`src/rtl/seg_ea_pkg.sv`:
```
package seg_ea_pkg;
  typedef enum logic [1:0] {
    SEG_EXTRA = 2'b00,
    SEG_CODE  = 2'b01,
    SEG_STACK = 2'b10,
    SEG_DATA  = 2'b11
  } seg_code_e;

  localparam logic [1:0] MODE_NODISP = 2'b00;
  localparam logic [1:0] MODE_DISP8  = 2'b01;
  localparam logic [1:0] MODE_DISP16 = 2'b10;
  localparam logic [1:0] MODE_REG    = 2'b11;
  localparam logic [2:0] RM_BP_ALONE = 3'b110;
  localparam int         NUM_SEGS    = 4;
endpackage

```
`src/rtl/ea_offset_calc.sv`:
```
module ea_offset_calc
  import seg_ea_pkg::*;
#(
  parameter int OFS_W = 16
) (
  input  logic [1:0]       mode,
  input  logic [2:0]       rm,
  input  logic [OFS_W-1:0] disp,
  input  logic [OFS_W-1:0] bx,
  input  logic [OFS_W-1:0] bp,
  input  logic [OFS_W-1:0] si,
  input  logic [OFS_W-1:0] di,
  output logic [OFS_W-1:0] offset
);
  localparam int EXT_W = OFS_W - 8;

  logic [OFS_W-1:0] base_term;
  logic [OFS_W-1:0] index_term;
  logic [OFS_W-1:0] disp_term;
  logic             direct_form;

  assign direct_form = (mode == MODE_NODISP) && (rm == RM_BP_ALONE);

  always_comb begin
    base_term  = '0;
    index_term = '0;
    unique case (rm)
      3'b000: begin base_term = bx; index_term = si; end
      3'b001: begin base_term = bx; index_term = di; end
      3'b010: begin base_term = bp; index_term = si; end
      3'b011: begin base_term = bp; index_term = di; end
      3'b100: index_term = si;
      3'b101: index_term = di;
      3'b110: base_term = direct_form ? '0 : bp;
      default: base_term = bx;
    endcase
  end

  always_comb begin
    unique case (mode)
      MODE_DISP8:  disp_term = {{EXT_W{disp[7]}}, disp[7:0]};
      MODE_DISP16: disp_term = disp;
      MODE_NODISP: disp_term = direct_form ? disp : '0;
      default:     disp_term = '0;
    endcase
  end

  assign offset = base_term + index_term + disp_term;
endmodule

```
`src/rtl/ea_seg_select.sv`:
```
module ea_seg_select
  import seg_ea_pkg::*;
#(
  parameter int SEG_W = 16
) (
  input  logic [1:0]       mode,
  input  logic [2:0]       rm,
  input  logic             ovr_en,
  input  logic [1:0]       ovr_sel,
  input  logic [SEG_W-1:0] seg_es,
  input  logic [SEG_W-1:0] seg_cs,
  input  logic [SEG_W-1:0] seg_ss,
  input  logic [SEG_W-1:0] seg_ds,
  output seg_code_e        code,
  output logic [SEG_W-1:0] value
);
  logic [SEG_W-1:0] seg_bank [NUM_SEGS];
  logic             bp_form;
  seg_code_e        dflt;

  assign seg_bank[0] = seg_es;
  assign seg_bank[1] = seg_cs;
  assign seg_bank[2] = seg_ss;
  assign seg_bank[3] = seg_ds;

  always_comb begin
    unique case (rm)
      3'b010, 3'b011: bp_form = 1'b1;
      3'b110:         bp_form = (mode != MODE_NODISP);
      default:        bp_form = 1'b0;
    endcase
  end

  assign dflt  = bp_form ? SEG_STACK : SEG_DATA;
  assign code  = ovr_en ? seg_code_e'(ovr_sel) : dflt;
  assign value = seg_bank[code];
endmodule

```
`src/rtl/ea_phys_calc.sv`:
```
module ea_phys_calc #(
  parameter int OFS_W     = 16,
  parameter int SEG_SHIFT = 4,
  localparam int PHYS_W   = OFS_W + SEG_SHIFT
) (
  input  logic [OFS_W-1:0]  seg_val,
  input  logic [OFS_W-1:0]  offset,
  output logic [PHYS_W-1:0] phys
);
  logic [PHYS_W-1:0] seg_scaled;
  logic [PHYS_W-1:0] ofs_ext;

  assign seg_scaled = {seg_val, {SEG_SHIFT{1'b0}}};
  assign ofs_ext    = {{SEG_SHIFT{1'b0}}, offset};
  assign phys       = seg_scaled + ofs_ext;
endmodule

```
`src/rtl/seg_ea_gen.sv`:
```
module seg_ea_gen
  import seg_ea_pkg::*;
#(
  parameter int OFS_W     = 16,
  parameter int SEG_SHIFT = 4,
  localparam int PHYS_W   = OFS_W + SEG_SHIFT
) (
  input  logic              clk,
  input  logic              rst,
  input  logic              in_valid,
  input  logic [1:0]        ea_mode,
  input  logic [2:0]        ea_rm,
  input  logic [OFS_W-1:0]  disp,
  input  logic [OFS_W-1:0]  reg_bx,
  input  logic [OFS_W-1:0]  reg_bp,
  input  logic [OFS_W-1:0]  reg_si,
  input  logic [OFS_W-1:0]  reg_di,
  input  logic [OFS_W-1:0]  seg_es,
  input  logic [OFS_W-1:0]  seg_cs,
  input  logic [OFS_W-1:0]  seg_ss,
  input  logic [OFS_W-1:0]  seg_ds,
  input  logic              ovr_en,
  input  logic [1:0]        ovr_sel,
  output logic              out_valid,
  output logic              mem_valid,
  output logic              reg_direct,
  output logic [2:0]        reg_num,
  output logic [OFS_W-1:0]  ea_offset,
  output logic [1:0]        seg_code,
  output logic [OFS_W-1:0]  seg_value,
  output logic [PHYS_W-1:0] phys_addr
);
  logic [OFS_W-1:0]  ofs_c;
  seg_code_e         code_c;
  logic [OFS_W-1:0]  segv_c;
  logic [PHYS_W-1:0] phys_c;
  logic              is_reg_c;
  logic              is_mem_c;

  ea_offset_calc #(.OFS_W(OFS_W)) u_ofs (
    .mode(ea_mode), .rm(ea_rm), .disp(disp),
    .bx(reg_bx), .bp(reg_bp), .si(reg_si), .di(reg_di),
    .offset(ofs_c)
  );

  ea_seg_select #(.SEG_W(OFS_W)) u_seg (
    .mode(ea_mode), .rm(ea_rm), .ovr_en(ovr_en), .ovr_sel(ovr_sel),
    .seg_es(seg_es), .seg_cs(seg_cs), .seg_ss(seg_ss), .seg_ds(seg_ds),
    .code(code_c), .value(segv_c)
  );

  ea_phys_calc #(.OFS_W(OFS_W), .SEG_SHIFT(SEG_SHIFT)) u_phys (
    .seg_val(segv_c), .offset(ofs_c), .phys(phys_c)
  );

  assign is_reg_c = in_valid && (ea_mode == MODE_REG);
  assign is_mem_c = in_valid && (ea_mode != MODE_REG);

  always_ff @(posedge clk) begin
    if (rst) begin
      out_valid  <= 1'b0;
      mem_valid  <= 1'b0;
      reg_direct <= 1'b0;
      reg_num    <= '0;
      ea_offset  <= '0;
      seg_code   <= '0;
      seg_value  <= '0;
      phys_addr  <= '0;
    end else begin
      out_valid  <= in_valid;
      mem_valid  <= is_mem_c;
      reg_direct <= is_reg_c;
      reg_num    <= is_reg_c ? ea_rm : 3'b000;
      ea_offset  <= is_mem_c ? ofs_c : '0;
      seg_code   <= is_mem_c ? 2'(code_c) : 2'b00;
      seg_value  <= is_mem_c ? segv_c : '0;
      phys_addr  <= is_mem_c ? phys_c : '0;
    end
  end
endmodule

```
`config.mk`:
```
export PLATFORM = sky130hd
export DESIGN_NAME = seg_ea_gen
export DESIGN_NICKNAME = d
export VERILOG_FILES = /design/src/rtl/seg_ea_pkg.sv /design/src/rtl/ea_offset_calc.sv /design/src/rtl/ea_seg_select.sv /design/src/rtl/ea_phys_calc.sv /design/src/rtl/seg_ea_gen.sv
export SDC_FILE = /design/constraint.sdc
export NUM_CORES = 1
export LEC_CHECK = 0
export ABC_AREA = 1
export ABC_CLOCK_PERIOD_IN_PS = 5200
export BUFFER_PORTS_ARGS = -buffer_cell sky130_fd_sc_hd__buf_2
export CAP_MARGIN = 15
export CORE_MARGIN = 5
export CORE_UTILIZATION = 43
export DETAILED_ROUTE_END_ITERATION = 10
export PLACE_DENSITY = 0.83
export REMOVE_ABC_BUFFERS = 1
export SYNTH_ARGS = -nofsm -noshare
export SYNTH_HDL_FRONTEND = slang
export SYNTH_SLANG_ARGS = --single-unit
```
`constraint.sdc`:
```
create_clock -name clk -period 5.2 [get_ports clk]
set_input_delay 0.52 -clock clk [delete_from_list [all_inputs] [get_ports clk]]
set_output_delay 0.52 -clock clk [all_outputs]
set_load 0.02 [all_outputs]
```
==> metrics list <==
- Antenna violations before repair: 0
- Number of setup violations in the final report: 0
- Count of synthesis-stage warnings from yosys: 0
* Fraction of post-synthesis cell area in the top cell type by area: 0.224
- Total Routing Usage GR: 0.210
- ANT nets after route: 0
- Once layout is complete, the utilization of the core stands at 0.548.
- Power per standard cell area: 316 nW/um^2
- Required arrival time at the worst endpoint: 5.45 ns
* Hold wc startpoint: rst
- Yosys attributes the largest share of cell area to dfxtp_1, nand2_1, inv_1.
- TritonCTS created 5 clock buffers.
* Die Span X: about 120 um
- At the pin with the least slew margin, the transition time is about 0.8 ns.
* Unrepaired setup endpoints after global routing: no
* Max Cap Violations: 0
- After filler insertion, the fill cell instance count of the layout stands at between 1,000 and 1,500.
- Clock transition at path regs: about 0.08 ns
* Leak: approximately 3.7 nW
- From bottom edge to top edge, the die measures 118 um.
- Most frequent cells in the layout: buf_2, nand2_1, inv_1, nor2_1, nand3_1
- Net switching power: 0.000910 W
* Cell with the largest stage delay on the worst path: fa_1
- Counting flops with a built-in enable in the synthesized netlist gives 0.
- Avg Vias per Cell: about 5
- The first global-routing pass estimated ~24 mm of wire.
- Data arrival time of the critical path: a little under 5 ns
- The die covers ~14,000 sq um.
- Clock tree from TritonCTS: built
- Adding up every negative setup slack in the final design gives 0 ns.
* FFs w/ async S/R, synth: 0
- # H-tree levels: 2
- After detailed routing, the number of remaining DRC violations is 0.
- The synthesized netlist occupies a cell area of ~5000 sq um.
- STA classifies the critical path endpoint as a register.
- In this run, synthesis produced a sequential element count of 56.
- Tracing the worst setup path back leads to its startpoint at ea_rm[0].
- Across the VDD grid, the largest voltage drop is between 0.15 and 0.2 mV.
- Routability cong.: 0.871
- The worst setup path is launched from an input pin.
* Fmax: about 210 MHz
- 0 antenna diodes ended up in the layout.
- The number of max-slew violations in the final report was 0.
* Adder-cell share of the synthesized area: 0.131
- Half-perimeter wire length of the detailed placement result: 12.7 mm
* Worst hold slack across all endpoints: a little under 0.4 ns
* Hold Buf Count CTS: 0
- Initial Util: 0.438
- At the end of the flow, the number of nets in the layout was roughly 1,200.
* Relative max-transition margin: 0.468
- Number of standard-cell rows in the floorplan: 39
* Outcome: finished, final reports clean
- Total routed wirelength: between 15 and 20 mm
- The first TritonRoute pass finished after 5 iterations.
* Largest fanout on the critical path: 10
- Fraction of synthesized cell area in xor and xnor cells: 0.0210
- Largest net degree at the start of global routing: 39
* Min-delay worst type: in2reg
- Switch share: 0.461
- The smallest clock period supported by the final layout is computed as about 4.7 ns.
* Maximum clock path buffer count: 2
* Total overflow reported by the global router: 0
- Input and output buffers added on the ports amount to approximately 210.
- Counting instances, the worst hold path has a depth of 2.
- The final count of hold timing violations is 0.
- The worst hold path terminates at out_valid$_SDFF_PP0_.
- In this run the count of I/O pins placed on the die edge is between 200 and 250.
- Vias in the first global route: 5,268
- WL/cell: around 14 um
- By area, the combinational part of the netlist is dominated by simple AND/OR/NAND/NOR gates.
- The first routing iteration left between 200 and 250 violations.
- Across all layers, the routed design uses between 5,000 and 6,000 vias.
* Gate Count Post-Synth: a little under 800
- Flip-flop cell with the highest count after synthesis: dfxtp_1
- Clock sinks: 56
- The critical path is of the in2reg type.
* Fraction of the yosys area taken by sequential cells: 0.224
* Fraction of the mapped netlist area in simple logic gates: 0.368
* Power share of the clock group: 0.182
- Measured against the total synthesized area, the mux share comes to 0.
- Internal power component: 0.00107 W
- Cell type contributing the most total cell area after synthesis: dfxtp_1
- Peak per-stage delay on the critical path: between 0.4 and 0.5 ns
- The synthesized-area fraction occupied by ao, oa, aoi and oai cells is 0.113.
- Root Driver: clkbuf_16
- Sequential fraction of design power: 0.247
* Fraction of final layout cells sized beyond drive strength 1: 0.295
* Final clock period utilization by the worst path: 0.902
- The area growth from synthesis to layout is 25.2%.
- The library cell used most frequently in the layout, excluding fill and tap cells, is buf_2.
* Logic gate share of total power: 0.571
- Post-synth cell types: 42
* Core Footprint: between 10,000 and 15,000 sq um
- Synthesized area divided by synthesized cell count: approximately 6.5 sq um
- Once layout is done, the placed cells without fillers occupy between 6000 and 7000 sq um.
- Instance area after placement: 6100 sq um
==> sequential cells by signal, summed over array words and instances, names as in the netlist <==
register    cells
ea_offset      16
mem_valid       1
phys_addr      16
seg_code        2
reg_direct      1
out_valid       1
seg_value      16
reg_num         3
==> power by group through the flow <==
stage                     Sequential (W)  Combinational [W]  Clock, W
final                           0.000488            0.00113  0.000360
after global routing            0.000493            0.00128  0.000388
after CTS                       0.000489            0.00113  0.000372
after detailed placement        0.000499            0.00112         0
after global placement          0.000498            0.00110         0
after floorplan                 0.000564           0.000756         0
==> layer usage <==
| metal | track usage | vias up | share of wire |
|---|---|---|---|
| li1 | - | 2815 | - |
| met1 | 0.240 | 2398 | 0.40 |
| met2 | 0.383 | 248 | 0.49 |
| met3 | 0.0620 | 10 | 0.099 |
| met4 | 0.0466 | 0 | 0.0091 |
| met5 | 0 | - | 0 |
==> critical path: cells and delay by family <==
family                     cells  cell delay [ns]
AOI/OAI and AO/OA              4             0.74
adders and majority gates      4             1.35
xor gates and xnor gates       1             0.24
buffers and inverters          8             0.88
and+or+nand+nor               15             1.20
==> layout make-up <==
type                            instances  area, sq um  area share
Multi-Input combinational cell        555         3170       0.506
Timing Repair Buffer                  222         1130       0.181
Sequential cell                        56         1120       0.179
Inverter                              133          507      0.0810
Tap cell                              143          179      0.0286
Clock buffer                            5          125      0.0200
Clock inverter                          3         27.5     0.00440
==> synthesized netlist by cell type (2+ instances only) <==
| library cell | instances |
|---|---|
| nor2_1 | 82 |
| buf_6 | 6 |
| nor2_2 | 4 |
| nand2_1 | 179 |
| fa_1 | 17 |
| nand2_2 | 27 |
| inv_2 | 4 |
| clkbuf_1 | 13 |
| nand3_1 | 70 |
| nand3_2 | 6 |
| xnor2_1 | 3 |
| nand2_4 | 3 |
| nor3_1 | 2 |
| nor2_4 | 2 |
| o211ai_1 | 7 |
| nand4_1 | 9 |
| dfxtp_1 | 56 |
| ha_1 | 25 |
| nor3_2 | 2 |
| inv_1 | 126 |
| xor2_1 | 9 |
| buf_4 | 7 |
| buf_2 | 2 |
| a21oi_1 | 49 |
| o22ai_1 | 8 |
| and2_1 | 10 |
| o21bai_1 | 5 |
| o21ai_0 | 27 |
==> stage by stage <==
step                total power, W  setup slack, ns  cells
floorplan                  0.00132            0.368    744
global placement           0.00160            0.334   1109
detailed placement         0.00162            0.148   1109
CTS                        0.00199            0.482   1117
global route               0.00216           0.0234   1117
finish                     0.00197            0.512   1117
==> timing repair <==
action                     CTS  global route
gates resized for setup      0             1
setup endpoints to repair    0             3
setup buffers                0             0
==> worst max path at each step <==
| stage | cells after the start | to |
|---|---|---|
| 2_1_floorplan | 30 | phys_addr[18]$_SDFF_PP0_ |
| 3_3_place_gp | 31 | phys_addr[18]$_SDFF_PP0_ |
| 3_5_place_dp | 32 | phys_addr[15]$_SDFF_PP0_ |
| 4_1_cts | 32 | phys_addr[15]$_SDFF_PP0_ |
| 5_1_grt | 32 | phys_addr[15]$_SDFF_PP0_ |
| 6_report | 32 | phys_addr[15]$_SDFF_PP0_ |
==> kinds of logic after synthesis <==
kind of cell | count (synthesis)
DFF | 56
AOI/OAI and AO/OA | 100
buffers and inverters | 163
adders and majority gates | 42
and+or+nand+nor | 401
xor gates and xnor gates | 12
Power figures use the tool's default switching activity.
